$ cat src/rtl/seqgen_pkg.sv
package seqgen_pkg;

    localparam logic [7:0] CODE_SRST = 8'h08;
    localparam logic [7:0] CODE_STST = 8'h80;

    typedef enum logic [1:0] {
        CMD_IDLE = 2'd0,
        CMD_SRST = 2'd1,
        CMD_STST = 2'd2
    } cmd_e;

    typedef enum logic {
        PH_ON  = 1'b0,
        PH_OFF = 1'b1
    } phase_e;

    typedef struct packed {
        logic srst;
        logic stst;
    } seqout_t;

    // Reset request is tested first; strobe1 high also vetoes the test code.
    function automatic cmd_e decode_cmd(input logic [7:0] code,
                                        input logic s1,
                                        input logic s2);
        if (code == CODE_SRST && s1)
            return CMD_SRST;
        if (code == CODE_STST && s2 && !s1)
            return CMD_STST;
        return CMD_IDLE;
    endfunction

    function automatic seqout_t drive_for(input cmd_e c);
        seqout_t o;
        o.srst = (c == CMD_SRST);
        o.stst = (c == CMD_STST);
        return o;
    endfunction

endpackage

$ cat src/rtl/seqgen_decode.sv
module seqgen_decode
    import seqgen_pkg::*;
(
    input  logic [7:0] code,
    input  logic       s1,
    input  logic       s2,
    output cmd_e       cmd
);

    always_comb begin
        cmd = decode_cmd(code, s1, s2);
    end

endmodule

$ cat src/rtl/seqgen_timer.sv
module seqgen_timer
    import seqgen_pkg::*;
#(
    parameter int HOLD_CYCLES = 120,
    parameter int GAP_CYCLES  = 1
) (
    input  logic    clk,
    input  logic    rst,
    input  cmd_e    cmd,
    output seqout_t out_q
);

    localparam int MAX_LIM = (HOLD_CYCLES > GAP_CYCLES) ? HOLD_CYCLES : GAP_CYCLES;
    localparam int CNT_W   = $clog2(MAX_LIM + 1);
    localparam logic [CNT_W-1:0] HOLD_LIM = CNT_W'(HOLD_CYCLES);
    localparam logic [CNT_W-1:0] GAP_LIM  = CNT_W'(GAP_CYCLES);
    localparam logic [CNT_W-1:0] ONE      = CNT_W'(1);

    cmd_e             cur_q, cur_n;
    phase_e           ph_q, ph_n;
    logic [CNT_W-1:0] cnt_q, cnt_n;
    logic             on_n;
    seqout_t          out_n;

    always_comb begin
        cur_n = cur_q;
        ph_n  = ph_q;
        cnt_n = cnt_q;
        on_n  = 1'b0;
        if (cmd == CMD_IDLE) begin
            cur_n = CMD_IDLE;
            ph_n  = PH_ON;
            cnt_n = '0;
        end else if (cmd != cur_q) begin
            cur_n = cmd;
            ph_n  = PH_ON;
            cnt_n = ONE;
            on_n  = 1'b1;
        end else if (ph_q == PH_ON) begin
            if (cnt_q >= HOLD_LIM) begin
                ph_n  = PH_OFF;
                cnt_n = ONE;
                on_n  = 1'b0;
            end else begin
                cnt_n = cnt_q + ONE;
                on_n  = 1'b1;
            end
        end else begin
            if (cnt_q >= GAP_LIM) begin
                ph_n  = PH_ON;
                cnt_n = ONE;
                on_n  = 1'b1;
            end else begin
                cnt_n = cnt_q + ONE;
                on_n  = 1'b0;
            end
        end
        out_n = on_n ? drive_for(cur_n) : seqout_t'('0);
    end

    always_ff @(posedge clk) begin
        if (rst) begin
            cur_q <= CMD_IDLE;
            ph_q  <= PH_ON;
            cnt_q <= '0;
            out_q <= '0;
        end else begin
            cur_q <= cur_n;
            ph_q  <= ph_n;
            cnt_q <= cnt_n;
            out_q <= out_n;
        end
    end

    // the window counter never runs past its limit
    assert_hold_bound_R5: assert property (@(posedge clk) disable iff (rst)
        (ph_q == PH_ON) |-> (cnt_q <= HOLD_LIM));

    // the gap counter never runs past its limit
    assert_gap_bound_R6: assert property (@(posedge clk) disable iff (rst)
        (ph_q == PH_OFF) |-> (cnt_q <= GAP_LIM && cnt_q != '0));

    // an active command always has a running count
    assert_count_live_R7: assert property (@(posedge clk) disable iff (rst)
        (cur_q != CMD_IDLE) |-> (cnt_q != '0));

endmodule

$ cat src/rtl/seqgen_top.sv
module seqgen_top
    import seqgen_pkg::*;
#(
    parameter int HOLD_CYCLES = 120,
    parameter int GAP_CYCLES  = 1
) (
    input  logic       clk,
    input  logic       rst,
    input  logic [7:0] bcast,
    input  logic       strobe1,
    input  logic       strobe2,
    output logic       seq_rst,
    output logic       seq_tst
);

    cmd_e    cmd;
    seqout_t lvl;

    seqgen_decode u_decode (
        .code (bcast),
        .s1   (strobe1),
        .s2   (strobe2),
        .cmd  (cmd)
    );

    seqgen_timer #(
        .HOLD_CYCLES (HOLD_CYCLES),
        .GAP_CYCLES  (GAP_CYCLES)
    ) u_timer (
        .clk   (clk),
        .rst   (rst),
        .cmd   (cmd),
        .out_q (lvl)
    );

    assign seq_rst = lvl.srst;
    assign seq_tst = lvl.stst;

    // a rising reset level follows a qualified reset code
    assert_srst_source_R1: assert property (@(posedge clk) disable iff (rst)
        $rose(seq_rst) |-> $past(bcast == CODE_SRST && strobe1));

    // a rising test level follows a qualified test code with strobe1 low
    assert_stst_source_R2: assert property (@(posedge clk) disable iff (rst)
        $rose(seq_tst) |-> $past(bcast == CODE_STST && strobe2 && !strobe1));

    // the two levels are mutually exclusive
    assert_exclusive_R4: assert property (@(posedge clk) disable iff (rst)
        !(seq_rst && seq_tst));

    // removing the reset command drops its level at the next edge
    assert_srst_drop_R7: assert property (@(posedge clk) disable iff (rst)
        !(bcast == CODE_SRST && strobe1) |=> !seq_rst);

    // removing the test command drops its level at the next edge
    assert_stst_drop_R7: assert property (@(posedge clk) disable iff (rst)
        !(bcast == CODE_STST && strobe2 && !strobe1) |=> !seq_tst);

    // reset clears both levels
    assert_reset_clears_R9: assert property (@(posedge clk)
        rst |=> (!seq_rst && !seq_tst));

endmodule

$ cat config.mk
export PLATFORM = sky130hd
export DESIGN_NAME = seqgen_top
export DESIGN_NICKNAME = d
export VERILOG_FILES = /design/src/rtl/seqgen_pkg.sv /design/src/rtl/seqgen_decode.sv /design/src/rtl/seqgen_timer.sv /design/src/rtl/seqgen_top.sv
export SDC_FILE = /design/constraint.sdc
export NUM_CORES = 1
export LEC_CHECK = 0
export CAP_MARGIN = 10
export CORE_AREA = 8 8 45 47
export DETAILED_ROUTE_END_ITERATION = 8
export DIE_AREA = 0 0 53 55
export GPL_ROUTABILITY_DRIVEN = 0
export PLACE_DENSITY_LB_ADDON = 0.3
export SLEW_MARGIN = 20
export SYNTH_ARGS = -nofsm -noshare
export SYNTH_HDL_FRONTEND = slang
export SYNTH_SLANG_ARGS = --single-unit
$ cat constraint.sdc
create_clock -name clk -period 3.7 [get_ports clk]
set_input_delay 0.925 -clock clk [delete_from_list [all_inputs] [get_ports clk]]
set_output_delay 0.925 -clock clk [all_outputs]
set_load 0.03 [all_outputs]
==> results.tsv, run 1 <==
metric	value	unit
grt_overflow	0	
path_buf_inv	1	
path_cells	clkdlybuf4s50_1, and4bb_2, a22oi_1, nor4_1	
max_freq	0.437	GHz
postCtsHoldBufs	0	
antenna_left	0	
cts-resized-gates	0	
netlist_area	609	µm²
via_count	569	
row_count	14	
p_sw_share	18.9	%
p_per_area	311	nW/µm²
core_area	1380	µm²
fp.dieH	55	µm
drtIter0Drc	11	
cp_num_cells	4	
synth_cell_type_count	30	
synth.avg_cell_area	9.83	µm²
max-vdd-ir-drop	0.176	mV
crit_arrival	2420	ps
wl_met2	644	µm
leakage	0.250	nW
hold_viol	0	
fin_skew	1.26	ps
start_kind	input port	
max_slew.worst_pin.slew	688	ps
rsz0062_at_grt	no	
portBuffers	13	
comb_power_share	6.5	%
final_core_util	57.5	%
slew_headroom	54.1	%
grt_max_degree	11	
fin_crit_sh	61.9	%
fillers	125	
crit_type	in -> reg	
dr.max_layer_used	met4	
detail_route.wl_per_cell	13.6	µm
critical-path-max-stage-delay	580	ps
synthToLayoutAreaGrowth	30.6	%
drt_wl_total	1300	µm
hp-class	reg -> reg	
first_global_vias	586	
ys_ff_latch	12	
min_period	2290	ps
num_antenna_cells	0	
multi_input_area	358	µm²
clk_pin_slew	70	ps
clockBufferDepth	2	
post-cts-setup-buffers	0	
dpl.hpwl	1020	µm
cp-end-kind	flop	
ys_seq_area_share	39.4	%
drc	0	
grtUsageTotal	10.8	%
setup_tns	0	ps
holdPathStages	1	
critPathTopFamily	compound AO/OA/AOI/OAI gates	
p_clk_share	41.3	%
p_total	248	µW
drv_slew	0	
cts.sinks	12	
synth_warnings	0	
initial_core_util	44.0	%
r2r_cells	5	
layout-drive-gt1-share	13.9	%
cts_tree	done	
clock_latency	270	ps
syn_inst	62	
root_buffer	clkbuf_4	
drt_first_pass_iters	4	
vias_per_cell	5.99	
grt_pass1_wl	2320	µm
fin_nets	95	
pwr-share-seq	52.1	%
route.layer.met1.wl	576	µm
slowest_stage	a22oi_1	
htree_levels	1	
critPathMaxFanout	7	
die_w	53	µm
internal_power	201	µW
design.die.area	2920	µm²
crit_required	3830	ps
setup_viol	0	
pin_count	14	
status	finished, final reports clean	
seqCellArea	240	µm²
switchingPower	46.8	µW
max_cap_viol_count	0	
syn-num-nets	77	
met3_length	41	µm
cts_buffers	3	
antenna_found_initial	0	
[cell type report]
class / count / area share (%)
timing repair buffer: 13 / 16.4
sequential: 12 / 30.2
multi-input combinational: 47 / 45.0
inverter: 3 / 1.42
tap: 16 / 2.52
clock buffer: 4 / 4.56
[Yosys cell counts]
library cell  count  area [µm²]
nand3b_1          1        7.51
or3_1             2        12.5
nor2b_1           2        12.5
a22oi_1           1        7.51
and4_2            1        10.0
a211oi_1          2        15.0
nand2_1           2        7.51
and4bb_2          1        12.5
o211ai_1          1        7.51
nor4_1            4        25.0
a22o_1            1        8.76
nor2_1            4        15.0
nand3_2           1        10.0
a32o_1            1        10.0
nor4b_1           1        8.76
a31oi_1           2        12.5
dfxtp_1          12         240
xor2_1            2        17.5
and3b_1           1        8.76
nor3_1            2        10.0
nand2_2           1        6.26
nor3b_1           1        7.51
o21ai_0           2        10.0
inv_1             3        11.3
nor4b_2           1        15.0
a41oi_1           1        8.76
a2111oi_2         2        30.0
nand3_1           3        15.0
xnor2_1           1        8.76
ha_1              3        37.5
[flip-flops by register name, indices dropped and copies added, names as in the netlist]
signal / count
u_timer.out_q: 2
u_timer.ph_q: 1
u_timer.cur_q: 2
u_timer.cnt_q: 7
[final timing paths]
check        slack [ps]                           to                         from
max                1410  u_timer.cnt_q[2]$_SDFF_PP0_                     bcast[3]
min                 550  u_timer.cnt_q[0]$_SDFF_PP0_  u_timer.cnt_q[0]$_SDFF_PP0_
max reg2reg        2080  u_timer.cnt_q[5]$_SDFF_PP0_  u_timer.cnt_q[1]$_SDFF_PP0_
min reg2reg         550  u_timer.cnt_q[0]$_SDFF_PP0_  u_timer.cnt_q[0]$_SDFF_PP0_
[routing by layer]
metal | vias to the layer above | GRT usage [%]
met3 | 4 | 2.41
li1 | 278 | -
met4 | 0 | 10.3
met1 | 270 | 11.4
met5 | - | 0
met2 | 17 | 17.4
[power groups by stage]
| stage | Combinational, mW | Sequential (mW) | Clock (mW) |
|---|---|---|---|
| floorplan | 0.00316 | 0.132 | 0 |
| global placement | 0.0159 | 0.132 | 0 |
| detailed placement | 0.0161 | 0.132 | 0 |
| CTS | 0.0162 | 0.129 | 0.105 |
| global route | 0.0178 | 0.129 | 0.110 |
| finish | 0.0161 | 0.129 | 0.102 |
[cells by family (layout without fill, tap and decap cells)]
group / count (synthesis) / in the layout / synth area share [%]
and+or+nand+nor: 28 / 28 / 30.2
AOI/OAI and AO/OA: 13 / 13 / 18.1
adders and majority gates: 3 / 3 / 6.16
xor gates and xnor gates: 3 / 3 / 4.31
DFF: 12 / 12 / 39.4
buffers and inverters: 3 / 20 / 1.85
[metrics by stage]
step                hold WS (ps)  instances  area (µm²)  setup slack [ps]
floorplan                    483         62         609              1830
global placement             524         91         759              1200
detailed placement           536         91         759              1160
CTS                          552         95         796              1450
global route                 582         95         796              1290
finish                       547         95         796              1410
[worst reg2reg max path, delay by kind of cell (launching register included)]
kind	cells	cell delay [ps]
buffers and inverters	1	80
AO/OA/AOI/OAI	2	590
adder cells (fa/ha/maj)	1	190
flip-flops	1	390
AND/OR/NAND/NOR	1	270
[layout by cell type (no fill, tap or decap)]
cell | synthesis | routed
clkdlybuf4s50_1 | 0 | 13
dfxtp_1 | 12 | 12
nor2_1 | 4 | 4
nor4_1 | 4 | 4
inv_1 | 3 | 3
nand3_1 | 3 | 3
ha_1 | 3 | 3
clkbuf_4 | 0 | 3
nor2b_1 | 2 | 2
nor3_1 | 2 | 2
a211oi_1 | 2 | 2
a31oi_1 | 2 | 2
xor2_1 | 2 | 2
nand2_1 | 2 | 2
o21ai_0 | 2 | 2
or3_1 | 2 | 2
a2111oi_2 | 2 | 2
and4bb_2 | 1 | 1
and3b_1 | 1 | 1
a22o_1 | 1 | 1
nor4b_2 | 1 | 1
and4_2 | 1 | 1
a32o_1 | 1 | 1
nand2_2 | 1 | 1
nand3b_1 | 1 | 1
a22oi_1 | 1 | 1
a41oi_1 | 1 | 1
xnor2_1 | 1 | 1
nor4b_1 | 1 | 1
nand3_2 | 1 | 1
o211ai_1 | 1 | 1
nor3b_1 | 1 | 1
clkbuf_8 | 0 | 1
Note: power is estimated with default switching activity, not from simulation.
==> run 2, diff against run 1 <==
- CORE_AREA: 8 8 45 47 -> not set
- CORE_MARGIN: not set -> 8
- CORE_UTILIZATION: not set -> 46
- DIE_AREA: 0 0 53 55 -> not set
- clock period: 3.7 -> 2.13 ns (I/O delays scaled with it)
==> run 2 against run 1 <==
Against the previous run: routed wire length decreased by 3.2%; cell count unchanged; hold slack got worse by 0.74 ps; flip-flop and latch count unchanged; clock skew about the same; worst setup slack got worse by 1100 ps; total power increased by 78%; register-to-register slack got worse by 1600 ps; global-route usage increased by 0.58 points; critical path type is now reg -> out; critical endpoint is now seq_rst; largest cell class unchanged; largest power group unchanged.
==> results.tsv, run 2 (synthesis results as in run 1) <==
metric	value	unit
pin_count	14	
final_common_cell	clkdlybuf4s50_1	
grtUsageTotal	11.3	%
r2r_cells	5	
cts_buffers	3	
root_buffer	clkbuf_4	
antenna_left	0	
crit_type	reg -> out	
max_slew.worst_pin.slew	638	ps
critPathTopFamily	buffers and inverters	
detail_route.wl_per_cell	13.2	µm
path_cells	clkdlybuf4s50_1	
worstHoldStart	u_timer.cnt_q[0]$_SDFF_PP0_	
clk_pin_slew	80	ps
multi_input_area	358	µm²
max-vdd-ir-drop	0.315	mV
crit_required	1600	ps
fp.dieH	52.4	µm
min_period	1790	ps
die_w	52.4	µm
rsz0062_at_grt	no	
cts-resized-gates	0	
core_area	1270	µm²
setup_tns	0	ps
grt_pass1_wl	2310	µm
cts.sinks	12	
postCtsHoldBufs	0	
dpl.hpwl	989	µm
antenna_found_initial	0	
drv_slew	0	
initial_core_util	48.0	%
largest_register_ff_count	7	
drtIter0Drc	12	
slew_headroom	57.3	%
finalWorstSetupSlack	344	ps
fin_skew	0.773	ps
cp-end-kind	output pin	
via_count	537	
max_cap_viol_count	0	
seqCellArea	240	µm²
vias_per_cell	5.65	
max_freq	0.560	GHz
crit_arrival	1250	ps
leakage	0.254	nW
start_kind	flop	
critPathMaxFanout	1	
p_per_area	548	nW/µm²
layout-drive-gt1-share	15.0	%
hold_viol	0	
r2r-end	u_timer.cnt_q[1]$_SDFF_PP0_	
hp-class	reg -> reg	
grt_overflow	0	
first_global_vias	560	
design.die.area	2750	µm²
row_count	13	
clock_latency	280	ps
r2r_slack	520	ps
synthToLayoutAreaGrowth	31.6	%
status	finished, final reports clean	
grt_max_degree	11	
num_antenna_cells	0	
setup_viol	0	
post-cts-setup-buffers	0	
layout_common_cells	13 x clkdlybuf4s50_1, 12 x dfxtp_1, 4 x nor2_1, 4 x nor4_1	
drt_first_pass_iters	4	
fin_crit_sh	83.8	%
holdPathStages	1	
slowest_stage	clkdlybuf4s50_1	
cts_tree	done	
drt_wl_total	1260	µm
largestRegisters	u_timer.cnt_q x7, u_timer.cur_q x2, u_timer.out_q x2	
clockBufferDepth	2	
path_buf_inv	1	
drc	0	
regMostFlops	u_timer.cnt_q	
htree_levels	1	
portBuffers	13	
fillers	113	
r2r_start	u_timer.cnt_q[1]$_SDFF_PP0_	
place_ws	50.8	ps
fin_nets	96	
whs_endpoint	u_timer.cnt_q[0]$_SDFF_PP0_	
final_core_util	63.2	%
critical-path-max-stage-delay	660	ps
==> run 2: changes by cell type in the layout (fill, tap and decap cells not counted), sizes merged <==
cell  delta
buf      +1
==> run 2: layout make-up <==
class	count	share of cell area (%)
multi-input combinational	47	44.6
sequential	12	30.0
timing repair buffer	14	17.2
clock buffer	4	4.52
tap	15	2.34
inverter	3	1.40
==> run 2: worst max-delay path by stage <==
stage | endpoint | start | slack, ps | cells after the start
detailed placement | u_timer.cnt_q[1]$_SDFF_PP0_ | bcast[1] | 50 | 4
finish | seq_rst | u_timer.out_q[1]$_SDFF_PP0_ | 340 | 1
CTS | seq_rst | u_timer.out_q[1]$_SDFF_PP0_ | 330 | 1
floorplan | u_timer.cnt_q[5]$_SDFF_PP0_ | bcast[1] | 660 | 3
global route | u_timer.cnt_q[1]$_SDFF_PP0_ | bcast[0] | 200 | 4
global placement | u_timer.cnt_q[6]$_SDFF_PP0_ | strobe1 | 120 | 5
==> run 2: per-stage QoR <==
stage / instance area [µm²] / hold WS (ps) / total power, mW / cells
4_1_cts: 802 / 548 / 0.445 / 95
3_3_place_gp: 766 / 522 / 0.257 / 91
3_5_place_dp: 766 / 525 / 0.258 / 91
2_1_floorplan: 609 / 483 / 0.235 / 62
6_report: 802 / 547 / 0.440 / 95
5_1_grt: 802 / 597 / 0.457 / 95
==> run 2: layer usage <==
metal / global-route usage, % / up-vias / routed length (µm)
met2: 17.8 / 18 / 552
met1: 12.3 / 236 / 589
li1: - / 278 / -
met4: 10.3 / 0 / 57
met3: 2.56 / 5 / 56
met5: 0 / - / 0
==> run 2: report_power, final <==
| group | switching, mW | leakage, nW | internal [mW] |
|---|---|---|---|
| clock | 0.0833 | 0.0210 | 0.104 |
| combinational | 0.00762 | 0.136 | 0.0206 |
| sequential | 0.0000637 | 0.0966 | 0.224 |
| total | 0.0910 | 0.254 | 0.349 |
==> run 3, diff against run 2 <==
- CORE_UTILIZATION: 46 -> 42
- clock period: 2.13 -> 1.6 ns (I/O delays scaled with it)
==> run 3 against run 2 <==
Against the previous run: via count up 1.9%; routed wire length is 1.8% higher; sequential power up 33%; clock skew is 2.5 ps higher; non-clock buffer count increased by 6; clock power down 7%; register-to-register slack worse by 390 ps.
==> results.tsv, run 3 (synthesis results as in run 1) <==
metric	value	unit
status	finished, final reports clean	
clk_pin_slew	70	ps
clock_latency	260	ps
fp.dieH	54.1	µm
pin_count	14	
via_count	547	
p_clk_share	33.6	%
fin_crit_sh	94.4	%
max_freq	0.662	GHz
vias_per_cell	5.47	
dpl.hpwl	1030	µm
setup_viol	0	
antenna_left	0	
p_sw_share	19.0	%
design.die.area	2930	µm²
htree_levels	1	
critical-path-max-stage-delay	480	ps
p_total	514	µW
largestRegisters	u_timer.cnt_q x7, u_timer.cur_q x2, u_timer.out_q x2	
slew_headroom	71.2	%
seqCellArea	240	µm²
fillers	116	
antenna_found_initial	0	
final_common_cell	dfxtp_1	
drtIter0Drc	8	
switchingPower	97.6	µW
cts_tree	done	
die_w	54.1	µm
core_area	1330	µm²
max-vdd-ir-drop	0.433	mV
hp-class	in -> reg	
crit_required	1770	ps
drt_wl_total	1280	µm
p_per_area	578	nW/µm²
drc	0	
postLayoutCellArea	888	µm²
post-cts-setup-buffers	0	
multi_input_area	408	µm²
start_kind	input port	
crit_arrival	1680	ps
grt_pass1_wl	2240	µm
layout_common_cells	12 x dfxtp_1, 8 x clkdlybuf4s50_1, 7 x buf_4, 4 x nor2_1	
layout-drive-gt1-share	27.1	%
stdcell_count	100	
internal_power	416	µW
pwr-share-seq	58.2	%
critPathTopFamily	buffers and inverters	
synthToLayoutAreaGrowth	45.8	%
clockBufferDepth	2	
cts.sinks	12	
fin_skew	3.32	ps
fin_nets	102	
path_buf_inv	2	
cts_buffers	3	
post-place-cells	97	
cp-end-kind	flop	
root_buffer	clkbuf_4	
grt_max_degree	10	
grt_overflow	0	
postCtsHoldBufs	0	
max_slew.worst_pin.slew	428	ps
rsz0062_at_grt	no	
leakage	0.323	nW
drv_slew	0	
placed_area	811	µm²
largest_register_ff_count	7	
grtUsageTotal	10.4	%
max_cap_viol_count	0	
portBuffers	13	
path_cells	clkdlybuf4s50_1, and4bb_2, a22oi_1, buf_4, a2111oi_2	
min_period	1510	ps
crit_type	in -> reg	
drt_first_pass_iters	4	
row_count	13	
num_antenna_cells	0	
comb_power_share	8.3	%
slowest_stage	clkdlybuf4s50_1	
detail_route.wl_per_cell	12.8	µm
regMostFlops	u_timer.cnt_q	
first_global_vias	545	
initial_core_util	45.7	%
critPathMaxFanout	7	
hold_viol	0	
==> run 3: cell types whose count changed in the layout (fill, tap and decap cells not counted), moves of 2 or more <==
cell | before | now
nor4_1 | 4 | 1
clkdlybuf4s50_1 | 13 | 8
dlymetal6s2s_1 | 0 | 3
dlygate4sd2_1 | 0 | 2
buf_4 | 1 | 7
nor4_2 | 0 | 3
==> run 3: layout make-up <==
cell class                 instances  area share, %
sequential                        12           27.0
inverter                           3           1.27
multi-input combinational         47           45.9
tap                               15           2.11
clock buffer                       3           2.54
timing repair buffer              20           21.1
==> run 3: worst paths after layout <==
check                              startpoint                          end  slack [ps]  cells after the start
setup / recovery                      strobe2  u_timer.cnt_q[5]$_SDFF_PP0_          90                      5
hold reg to reg   u_timer.cnt_q[0]$_SDFF_PP0_  u_timer.cnt_q[0]$_SDFF_PP0_         540                      1
setup reg to reg  u_timer.cnt_q[1]$_SDFF_PP0_  u_timer.cnt_q[3]$_SDFF_PP0_         130                      5
hold / removal                       bcast[7]  u_timer.cur_q[1]$_SDFF_PP0_         480                      3
==> run 3: power groups by stage <==
stage	Clock [mW]	Sequential, mW	Combinational [mW]
after floorplan	0	0.306	0.00731
after global placement	0	0.306	0.0414
after detailed placement	0	0.306	0.0423
after CTS	0.180	0.299	0.0424
after global routing	0.200	0.298	0.0457
final	0.173	0.299	0.0424
==> run 3: stage by stage <==
step	hold slack, ps	setup WS (ps)	utilization (%)	setup TNS [ps]
floorplan	483	202	-	0
global placement	518	-213	60.8	-1910
detailed placement	526	-235	60.8	-2090
CTS	547	7.33	62.3	0
global route	495	3.99	66.6	0
finish	477	88.8	66.6	0
==> run 3: routing by layer <==
metal  wire length, µm  track usage, %
met3                53            3.58
met2               575            15.1
met4                10            8.61
met5                 0               0
met1               639            12.1
==> run 3: timing repair <==
action / CTS / global route
pin swaps: 0 / 3
cloned: 0 / 0
setup endpoints to repair: 2 / 8
resized for setup: 2 / 11
==> run 3: worst min-delay path, cell delays in order <==
cell and delay (ps):
dlymetal6s2s_1 140, nand3_1 110, nor2_1 50
